===== src/rtl/satwrap_addsub_pkg.sv =====
package satwrap_addsub_pkg;

    // Bit 1: clamp on overflow, bit 0: subtract
    typedef enum logic [1:0] {
        OP_WRAP_ADD = 2'b00,
        OP_WRAP_SUB = 2'b01,
        OP_SAT_ADD  = 2'b10,
        OP_SAT_SUB  = 2'b11
    } op_sel_e;

    function automatic logic op_is_sub(input op_sel_e op);
        return (op == OP_WRAP_SUB) || (op == OP_SAT_SUB);
    endfunction

    function automatic logic op_is_sat(input op_sel_e op);
        return (op == OP_SAT_ADD) || (op == OP_SAT_SUB);
    endfunction

endpackage


===== src/rtl/addsub_operand_prep.sv =====
module addsub_operand_prep #(
    parameter int W = 4
) (
    input  logic [W-1:0] rhs_i,
    input  logic         sub_i,
    output logic [W-1:0] rhs_eff_o,
    output logic         carry_in_o
);

    // Subtraction: add the inverted operand plus one
    always_comb begin
        rhs_eff_o  = sub_i ? ~rhs_i : rhs_i;
        carry_in_o = sub_i;
    end

endmodule


===== src/rtl/addsub_core.sv =====
module addsub_core #(
    parameter int W = 4
) (
    input  logic [W-1:0] lhs_i,
    input  logic [W-1:0] rhs_eff_i,
    input  logic         carry_in_i,
    output logic [W-1:0] raw_sum_o,
    output logic         ovf_o
);

    localparam int MSB = W - 1;

    logic [W-1:0] cin_ext_d;

    always_comb begin
        cin_ext_d = {{(W-1){1'b0}}, carry_in_i};
        raw_sum_o = lhs_i + rhs_eff_i + cin_ext_d;
        // Like-signed inputs producing an opposite-signed sum
        ovf_o     = (lhs_i[MSB] == rhs_eff_i[MSB]) && (raw_sum_o[MSB] != lhs_i[MSB]);
    end

endmodule


===== src/rtl/addsub_clamp.sv =====
module addsub_clamp #(
    parameter int W = 4
) (
    input  logic [W-1:0] raw_sum_i,
    input  logic         ovf_i,
    input  logic         lhs_sign_i,
    input  logic         sat_en_i,
    output logic [W-1:0] sum_o
);

    localparam logic [W-1:0] POS_LIMIT = {1'b0, {(W-1){1'b1}}};
    localparam logic [W-1:0] NEG_LIMIT = {1'b1, {(W-1){1'b0}}};

    always_comb begin
        if (sat_en_i && ovf_i) begin
            // Overflow direction follows the sign of the first operand
            sum_o = lhs_sign_i ? NEG_LIMIT : POS_LIMIT;
        end else begin
            sum_o = raw_sum_i;
        end
    end

endmodule


===== src/rtl/satwrap_addsub.sv =====
module satwrap_addsub
    import satwrap_addsub_pkg::*;
#(
    parameter int W = 4
) (
    input  logic [W-1:0] lhs_i,
    input  logic [W-1:0] rhs_i,
    input  logic [1:0]   op_sel_i,
    output logic [W-1:0] sum_o,
    output logic         ovf_o
);

    localparam int XW = W + 2;
    localparam logic signed [XW-1:0] POS_MAX = (XW'(1) <<< (W-1)) - XW'(1);
    localparam logic signed [XW-1:0] NEG_MIN = -(XW'(1) <<< (W-1));

    op_sel_e      op_d;
    logic         sub_d;
    logic         sat_d;
    logic [W-1:0] rhs_eff_d;
    logic         cin_d;
    logic [W-1:0] raw_d;
    logic         ovf_d;

    always_comb begin
        op_d  = op_sel_e'(op_sel_i);
        sub_d = op_is_sub(op_d);
        sat_d = op_is_sat(op_d);
    end

    addsub_operand_prep #(.W(W)) u_prep (
        .rhs_i      (rhs_i),
        .sub_i      (sub_d),
        .rhs_eff_o  (rhs_eff_d),
        .carry_in_o (cin_d)
    );

    addsub_core #(.W(W)) u_core (
        .lhs_i      (lhs_i),
        .rhs_eff_i  (rhs_eff_d),
        .carry_in_i (cin_d),
        .raw_sum_o  (raw_d),
        .ovf_o      (ovf_d)
    );

    addsub_clamp #(.W(W)) u_clamp (
        .raw_sum_i  (raw_d),
        .ovf_i      (ovf_d),
        .lhs_sign_i (lhs_i[W-1]),
        .sat_en_i   (sat_d),
        .sum_o      (sum_o)
    );

    assign ovf_o = ovf_d;

    // Independent wide-precision model for the deferred checks
    logic signed [XW-1:0] exact_d;

    always_comb begin
        logic signed [XW-1:0] l_ext;
        logic signed [XW-1:0] r_ext;
        l_ext   = {{2{lhs_i[W-1]}}, lhs_i};
        r_ext   = {{2{rhs_i[W-1]}}, rhs_i};
        exact_d = op_sel_i[0] ? (l_ext - r_ext) : (l_ext + r_ext);


        wrap_result_chk: assert final (op_sel_i[1] || sum_o == exact_d[W-1:0])
            else $error("wrap result mismatch");

        overflow_flag_chk: assert final (ovf_o == ((exact_d > POS_MAX) || (exact_d < NEG_MIN)))
            else $error("overflow flag mismatch");

        clamp_high_chk: assert final (!(op_sel_i[1] && exact_d > POS_MAX) || sum_o == POS_MAX[W-1:0])
            else $error("positive clamp mismatch");

        clamp_low_chk: assert final (!(op_sel_i[1] && exact_d < NEG_MIN) || sum_o == NEG_MIN[W-1:0])
            else $error("negative clamp mismatch");

        no_overflow_chk: assert final (!(op_sel_i[1] && !ovf_o) || sum_o == exact_d[W-1:0])
            else $error("in-range pass-through mismatch");
    end

endmodule


===== config.mk =====
export PLATFORM = sky130hd
export DESIGN_NAME = satwrap_addsub
export DESIGN_NICKNAME = d
export VERILOG_FILES = /design/src/rtl/satwrap_addsub_pkg.sv /design/src/rtl/addsub_operand_prep.sv /design/src/rtl/addsub_core.sv /design/src/rtl/addsub_clamp.sv /design/src/rtl/satwrap_addsub.sv
export SDC_FILE = /design/constraint.sdc
export NUM_CORES = 1
export LEC_CHECK = 0
export ABC_CLOCK_PERIOD_IN_PS = 4100
export BUFFER_PORTS_ARGS = -buffer_cell sky130_fd_sc_hd__buf_2
export CAP_MARGIN = 20
export CORE_AREA = 3 3 40 42
export DETAILED_ROUTE_END_ITERATION = 16
export DIE_AREA = 0 0 43 45
export GPL_TIMING_DRIVEN = 0
export MAX_ROUTING_LAYER = met4
export RECOVER_POWER = 100
export SETUP_SLACK_MARGIN = 0.5
export SLEW_MARGIN = 10
export SYNTH_ARGS = -nofsm -noshare
export SYNTH_HDL_FRONTEND = slang
export SYNTH_SLANG_ARGS = --single-unit

===== constraint.sdc =====
create_clock -name vclk -period 4.1
set_input_delay 0.615 -clock vclk [all_inputs]
set_output_delay 0.615 -clock vclk [all_outputs]
set_load 0.03 [all_outputs]

==> results.cfg, run 1 <==
[outcome]
status = finished, final reports clean

[global_route]
grt_usage = 0.05299
antenna_found_initial = 0
first_global_vias = 207
grt_pass1_wl_um = 828
gr-total-overflow = 0
grt_max_degree = 8

[sta]
tns_ps = 0
worst_slew_pin_slew_ps = 629.3
setup_violations = 0
fin_crit_sh = 0.7842
drv_slew = 0
fmax_mhz = 311.0
rsz0062_at_grt = false
period_needed_ps = 3215
slew_headroom = 0.5760
hold_viol = 0

[min_path]
hold_class = input port to primary output
hp-start = lhs_i[3]
min_path_cells = 3
min_to = sum_o[3]

[power]
peakVddDrop_mv = 0.07440
seqPwrFrac = 0
p_total_uw = 77.91
pwr_density_cell_mw_per_mm2 = 226.4
pwr-share-comb = 1.000
p_sw_uw = 49.44
clkPwrFrac = 0
sw_frac_of_total = 0.6346
internal-power_uw = 28.47
power.leakage_nw = 0.1559

[layout]
flops_and_latches = 0
num_antenna_cells = 0
fin_nets = 61
drive_above_1_share = 0.3261
clock_buffers = 0
final_util = 0.2678
syn_to_final_growth_pct = 30.33
register_area_sq_um = 0

[detailed_routing]
dr.pass1.iters = 1
vias = 261
routedWlPerCell_um = 8.541
routed_wl_um = 521
postRouteAntennaNets = 0
via_per_inst = 4.279
drt_iter0_markers = 0
drc_errors = 0

[synthesis]
yosysUniqueCellTypes = 18
syn_area_sq_um = 264.0
synthTopCellsByArea = xor2_1 17%, o21ai_0 11%, ha_1 9.5%
syn-num-nets = 45
yosysTopAreaCellShare = 0.1659
yosysTopAreaCell = xor2_1
seq_area_frac_synth = 0
synth_area_per_cell_sq_um = 8.250
synth_cells = 32
ys_warn_count = 0

[setup_path]
worstSetupPathType = input port to primary output
startpoint_type = input port
worstPathMaxFanout = 5
required_ps = 3480
arrival_ps = 2600
crit_path_end_kind = primary output

[die]
dieArea_sq_mm = 0.001935
io_pins = 15
die_h_um = 45
core-area_sq_mm = 0.001285
die_w_um = 43
initial_core_util = 0.2055
std_cell_rows = 13

[clock_network]
hold_buffers = 0
cts_resized = 0
post_cts_buffers = 0

[placed_design]
gp_congestion = 0.7033
portBuffers = 14

[job]
maxCapViolations = 0
-- synthesized netlist by cell type (all sizes together) --
library cell / number
xor2: 5
o21ai: 7
xnor2: 1
mux2i: 3
nand3: 1
nor2: 4
inv: 2
nand2: 1
mux2: 1
buf: 1
o2111ai: 1
fa: 1
a21oi: 1
ha: 2
a22o: 1
-- logic make-up after synthesis --
group / share of synthesized area
adder cells (fa/ha/maj): 0.1706
XOR/XNOR: 0.1991
AND/OR/NAND/NOR: 0.09000
AO/OA/AOI/OAI: 0.2370
buffers and inverters: 0.07110
multiplexers: 0.2322
-- layout by cell type, fill, tap and decap left out --
master,instances
a22o_2,1
xnor2_1,1
o2111ai_1,1
ha_1,2
fa_1,1
o21ai_0,7
nand3_1,1
clkbuf_1,4
buf_6,1
nor2_1,4
buf_2,10
mux2i_4,1
mux2i_1,1
mux2i_2,1
a21oi_1,1
inv_1,2
nand2_1,1
xor2_1,5
mux2_4,1
-- layout make-up --
cell class,count,area (sq um)
inverter,2,7.507
fill,162,940.9
buffer,1,11.26
multi-input combinational,29,241.5
tap,15,18.77
timing repair buffer,14,65.06
-- per-layer routing --
| layer | track usage | vias to the layer above | wire length [um] |
|---|---|---|---|
| li1 | - | 142 | - |
| met1 | 0.07637 | 110 | 244 |
| met2 | 0.08383 | 9 | 231 |
| met3 | 0.007968 | 0 | 45 |
| met4 | 0 | 0 | 0 |
| met5 | - | - | 0 |
-- per-stage QoR --
stage                     cell area [sq um]  hold slack, ps  std cells  worst slack (ps)
final                                 344.1            1669         61             884.6
after global routing                  344.1            1703         61             722.4
after CTS                             352.8            1639         61              1271
after detailed placement              352.8            1641         61              1271
after global placement                352.8            1636         61              1279
after floorplan                       264.0            1321         32              1168
-- power groups by stage --
stage	sequential (mW)	combinational, mW	clock, mW
final	0	0.0779	0
after global routing	0	0.0869	0
after CTS	0	0.0824	0
after detailed placement	0	0.0824	0
after global placement	0	0.0816	0
after floorplan	0	0.0611	0
-- critical path, cell delays in order --
cell	delay [ps]
buf_6	110
xor2_1	150
ha_1	320
nand2_1	80
o21ai_0	510
mux2_4	370
mux2i_4	120
clkbuf_1	320
-- how the worst max path moves through the flow --
stage	start	endpoint	slack (ps)	cells after the start
after detailed placement	op_sel_i[0]	sum_o[3]	1270	8
after global placement	op_sel_i[0]	sum_o[3]	1280	8
after CTS	op_sel_i[0]	sum_o[3]	1270	8
after floorplan	op_sel_i[0]	sum_o[0]	1170	7
after global routing	op_sel_i[0]	sum_o[3]	720	8
final	op_sel_i[0]	sum_o[3]	880	8
(Power assumes the default switching activity.)
==> run 2, diff against run 1 <==
ABC_CLOCK_PERIOD_IN_PS = 3100   (was 4100)
clock period = 3.1 ns   (was 4.1 ns; I/O delays follow)
==> results.cfg, run 2 (synthesized netlist as in run 1, its figures left out) <==
[detailed_routing]
routedWlPerCell_um = 9.033
postRouteAntennaNets = 0
drc_errors = 0
dr.pass1.iters = 1
drt_iter0_markers = 0
vias = 263
via_per_inst = 4.311
routed_wl_um = 551

[min_path]
min_path_cells = 3
min_to = sum_o[2]
hp-start = lhs_i[3]
hold_class = input port to primary output

[setup_path]
startpoint_type = input port
crit_family = multiplexers
crit_path_end_kind = primary output
arrival_ps = 2180
cp_cell_sequence = buf_6, xor2_1, ha_1, nand2_1, o21ai_4, mux2_4, mux2i_4, clkbuf_1
worstPathMaxFanout = 5
worstSetupPathType = input port to primary output
slowest_stage = ha_1
slowest_delay_ps = 340
required_ps = 2630
crit_buf_inv = 2

[layout]
final_util = 0.2775
final_common_cell = buf_2
drive_above_1_share = 0.3696
register_area_sq_um = 0
syn_to_final_growth_pct = 35.07
flops_and_latches = 0
fill_cells = 158
mostFrequentLayoutCells = 11 x buf_2, 6 x o21ai_0, 5 x xor2_1, 4 x nor2_1, 3 x clkbuf_1
clock_buffers = 0
num_antenna_cells = 0
fin_nets = 61

[sta]
period_needed_ps = 2641
tns_ps = 0
fmax_mhz = 378.6
drv_slew = 0
hold_viol = 0
slew_headroom = 0.7124
rsz0062_at_grt = false
worst_slew_pin_slew_ps = 419.3
setup_violations = 0
fin_crit_sh = 0.8520

[global_route]
grt_pass1_wl_um = 828
grt_max_degree = 8
grt_usage = 0.05299
first_global_vias = 207
gr-total-overflow = 0
antenna_found_initial = 0

[die]
die_h_um = 45
dieArea_sq_mm = 0.001935
core-area_sq_mm = 0.001285
io_pins = 15
std_cell_rows = 13
initial_core_util = 0.2055
die_w_um = 43

[power]
pwr_density_cell_mw_per_mm2 = 306.7
peakVddDrop_mv = 0.08361
power.leakage_nw = 0.1632

[job]
maxCapViolations = 0

[placed_design]
portBuffers = 14
gp_congestion = 0.7033

[clock_network]
post_cts_buffers = 0

[outcome]
status = finished, final reports clean
## run 2: how the worst max path moves through the flow
| stage | endpoint | start | depth (start not counted) |
|---|---|---|---|
| 2_1_floorplan | sum_o[0] | op_sel_i[0] | 7 |
| 3_3_place_gp | sum_o[3] | op_sel_i[0] | 8 |
| 3_5_place_dp | sum_o[3] | op_sel_i[0] | 8 |
| 4_1_cts | sum_o[3] | op_sel_i[0] | 8 |
| 5_1_grt | sum_o[3] | op_sel_i[0] | 8 |
| 6_report | sum_o[3] | op_sel_i[0] | 8 |
## run 2: power by group
group | internal, mW | switching, mW
Clock | 0 | 0
Sequential | 0 | 0
Combinational | 0.0407 | 0.0687
Total | 0.0407 | 0.0687
## run 2: worst min-delay path, cell delays in order
cell	delay, ps
buf_2	160
o21ai_0	90
buf_2	170
## run 2: final cells by class
class	count	area, sq um	share of cell area
timing repair buffer	14	66.31	0.1860
buffer	1	11.26	0.03158
inverter	2	7.507	0.02105
tap	15	18.77	0.05263
multi-input combinational	29	252.7	0.7088
## run 2: layer usage
metal	vias to the layer above	wire, um	GRT usage
met2	9	281	0.08383
met4	0	0	0
li1	143	-	-
met1	111	225	0.07637
met3	0	45	0.007968
met5	-	0	-
## run 2: metrics by stage
step / power, mW / hold slack (ps) / instances / instance area, sq um / worst slack, ps
floorplan: 0.08078 / 1021 / 32 / 264.0 / 467.6
CTS: 0.1090 / 1339 / 61 / 352.8 / 570.9
detailed placement: 0.1089 / 1341 / 61 / 352.8 / 571.0
finish: 0.1094 / 1358 / 61 / 356.6 / 458.7
global route: 0.1216 / 1403 / 61 / 356.6 / 348.0
global placement: 0.1079 / 1336 / 61 / 352.8 / 578.9
## run 2: timing repair
action                                  CTS  global route
hold endpoints to repair                  0             0
hold buffers                              0             0
endpoints found under the setup margin    0             1
resized for setup                         0             3
==> run 3, diff against run 2 <==
ABC_CLOCK_PERIOD_IN_PS = not set   (was 3100)
SYNTH_HIERARCHICAL = 1   (was not set)
==> results.cfg, run 3 <==
[outcome]
status = finished, final reports clean

[setup_path]
arrival_ps = 2340
worstPathMaxFanout = 5
crit_path_end_kind = primary output
worstSetupPathType = input port to primary output
startpoint_type = input port
required_ps = 2630
worstSetupStartpoint = op_sel_i[0]

[global_route]
grt_usage = 0.05322
grt_max_degree = 6
antenna_found_initial = 0
first_global_vias = 219
gr-total-overflow = 0
grt_pass1_wl_um = 834

[synthesis]
yosysMostFrequentCell = inv_1
synth_area_per_cell_sq_um = 7.848
yosysTopAreaCell = fa_1
yosysTopAreaCellShare = 0.1546
yosysUniqueCellTypes = 16
syn_area_sq_um = 259.0
synthTopCellsByCount = 7 x inv_1, 4 x xor2_1, 3 x a21o_1, 3 x xnor2_1
ys_warn_count = 6
seq_area_frac_synth = 0
syn-num-nets = 47
synthTopCellsByArea = fa_1 15%, xor2_1 14%, inv_1 10%
synth_cells = 33

[layout]
mostFrequentLayoutCells = 9 x buf_2, 7 x inv_1, 4 x buf_6, 4 x xor2_1
final_util = 0.3505
drive_above_1_share = 0.5510
syn_to_final_growth_pct = 73.91
clock_buffers = 0
flops_and_latches = 0
num_antenna_cells = 0
final_common_cell = buf_2
register_area_sq_um = 0
fin_nets = 65
multi_input_area_sq_um = 260.3
fill_cells = 136
stdcell_count = 64

[detailed_routing]
drt_iter0_markers = 0
dr.pass1.iters = 1
drc_errors = 0
routedWlPerCell_um = 7.859
routed_wl_um = 503
vias = 250
via_per_inst = 3.906
postRouteAntennaNets = 0

[placed_design]
dpl.hpwl_um = 442.4
portBuffers = 13
dp_cells = 61
gp_congestion = 0.7762
pre_cts_slack_ps = 362.7

[die]
io_pins = 15
die_w_um = 43
die_h_um = 45
dieArea_sq_mm = 0.001935
core-area_sq_mm = 0.001285
std_cell_rows = 13
initial_core_util = 0.2016

[power]
pwr_density_cell_mw_per_mm2 = 365.9
power.leakage_nw = 0.2409
peakVddDrop_mv = 0.1103

[sta]
drv_slew = 0
fin_crit_sh = 0.9052
hold_slack_ps = 1370
setup_violations = 0
worst_slew_pin_slew_ps = 377.9
slew_headroom = 0.7408
hold_viol = 0
fmax_mhz = 356.4
rsz0062_at_grt = true
tns_ps = 0
period_needed_ps = 2806
setup_slack_ps = 294.0

[min_path]
hold_class = input port to primary output
hp-start = lhs_i[3]

[clock_network]
hold_buffers = 0

[job]
maxCapViolations = 0
==> run 3: changes by cell type after synthesis, moves of 2 or more <==
cell	delta
xnor2_1	+2
clkbuf_1	+2
inv_1	+5
o21ai_0	-6
nor2_1	-4
a21o_1	+3
==> run 3: what timing repair did <==
item | in CTS | in global routing
gates cloned | 0 | 0
setup buffers | 1 | 2
pin swaps | 5 | 3
resized for setup | 7 | 4
endpoints found under the hold margin | 0 | 0
endpoints found under the setup margin | 4 | 4
==> run 3: area by class of cell <==
| cell class | instances | area share |
|---|---|---|
| Buffer | 3 | 0.08056 |
| Inverter | 7 | 0.05833 |
| Multi-Input combinational cell | 23 | 0.5778 |
| Tap cell | 15 | 0.04167 |
| Timing Repair Buffer | 16 | 0.2417 |
==> run 3: critical path, stage by stage <==
cell	delay, ps
clkbuf_16	130
xor2_1	130
inv_1	70
fa_2	370
o21ai_4	180
mux2i_1	390
nand2_4	120
mux2_4	310
buf_2	170
==> run 3: worst paths after layout <==
kind | endpoint | slack (ps) | cells after the start
worst min-delay path | sum_o[3] | 1370 | 3
worst max-delay path | sum_o[3] | 290 | 9
==> run 3: per-stage QoR <==
step                instance area, sq um  total power, mW
global placement                   400.4           0.1456
detailed placement                 400.4           0.1461
CTS                                439.2           0.1621
floorplan                          316.6           0.1198
global route                       450.4           0.1793
finish                             450.4           0.1648
==> run 3: per-layer routing <==
layer	up-vias	GRT usage	share of wire
met4	0	0	0
met5	-	-	0
met3	0	0	0.070
met2	8	0.09880	0.52
li1	133	-	-
met1	109	0.07005	0.41
==> run 3: logic make-up after synthesis <==
logic type | count (synthesis) | synth area share
XOR/XNOR | 7 | 0.2367
AND/OR/NAND/NOR | 5 | 0.1160
adder cells (fa/ha/maj) | 4 | 0.2512
buffers and inverters | 10 | 0.1595
AO/OA/AOI/OAI | 5 | 0.1401
multiplexers | 2 | 0.09660
==> run 3: power by group <==
| group | switching, mW | leakage, nW | internal, mW | total, mW |
|---|---|---|---|---|
| clock | 0 | 0 | 0 | 0 |
| combinational | 0.0822 | 0.241 | 0.0826 | 0.165 |
| sequential | 0 | 0 | 0 | 0 |
| total | 0.0822 | 0.241 | 0.0826 | 0.165 |
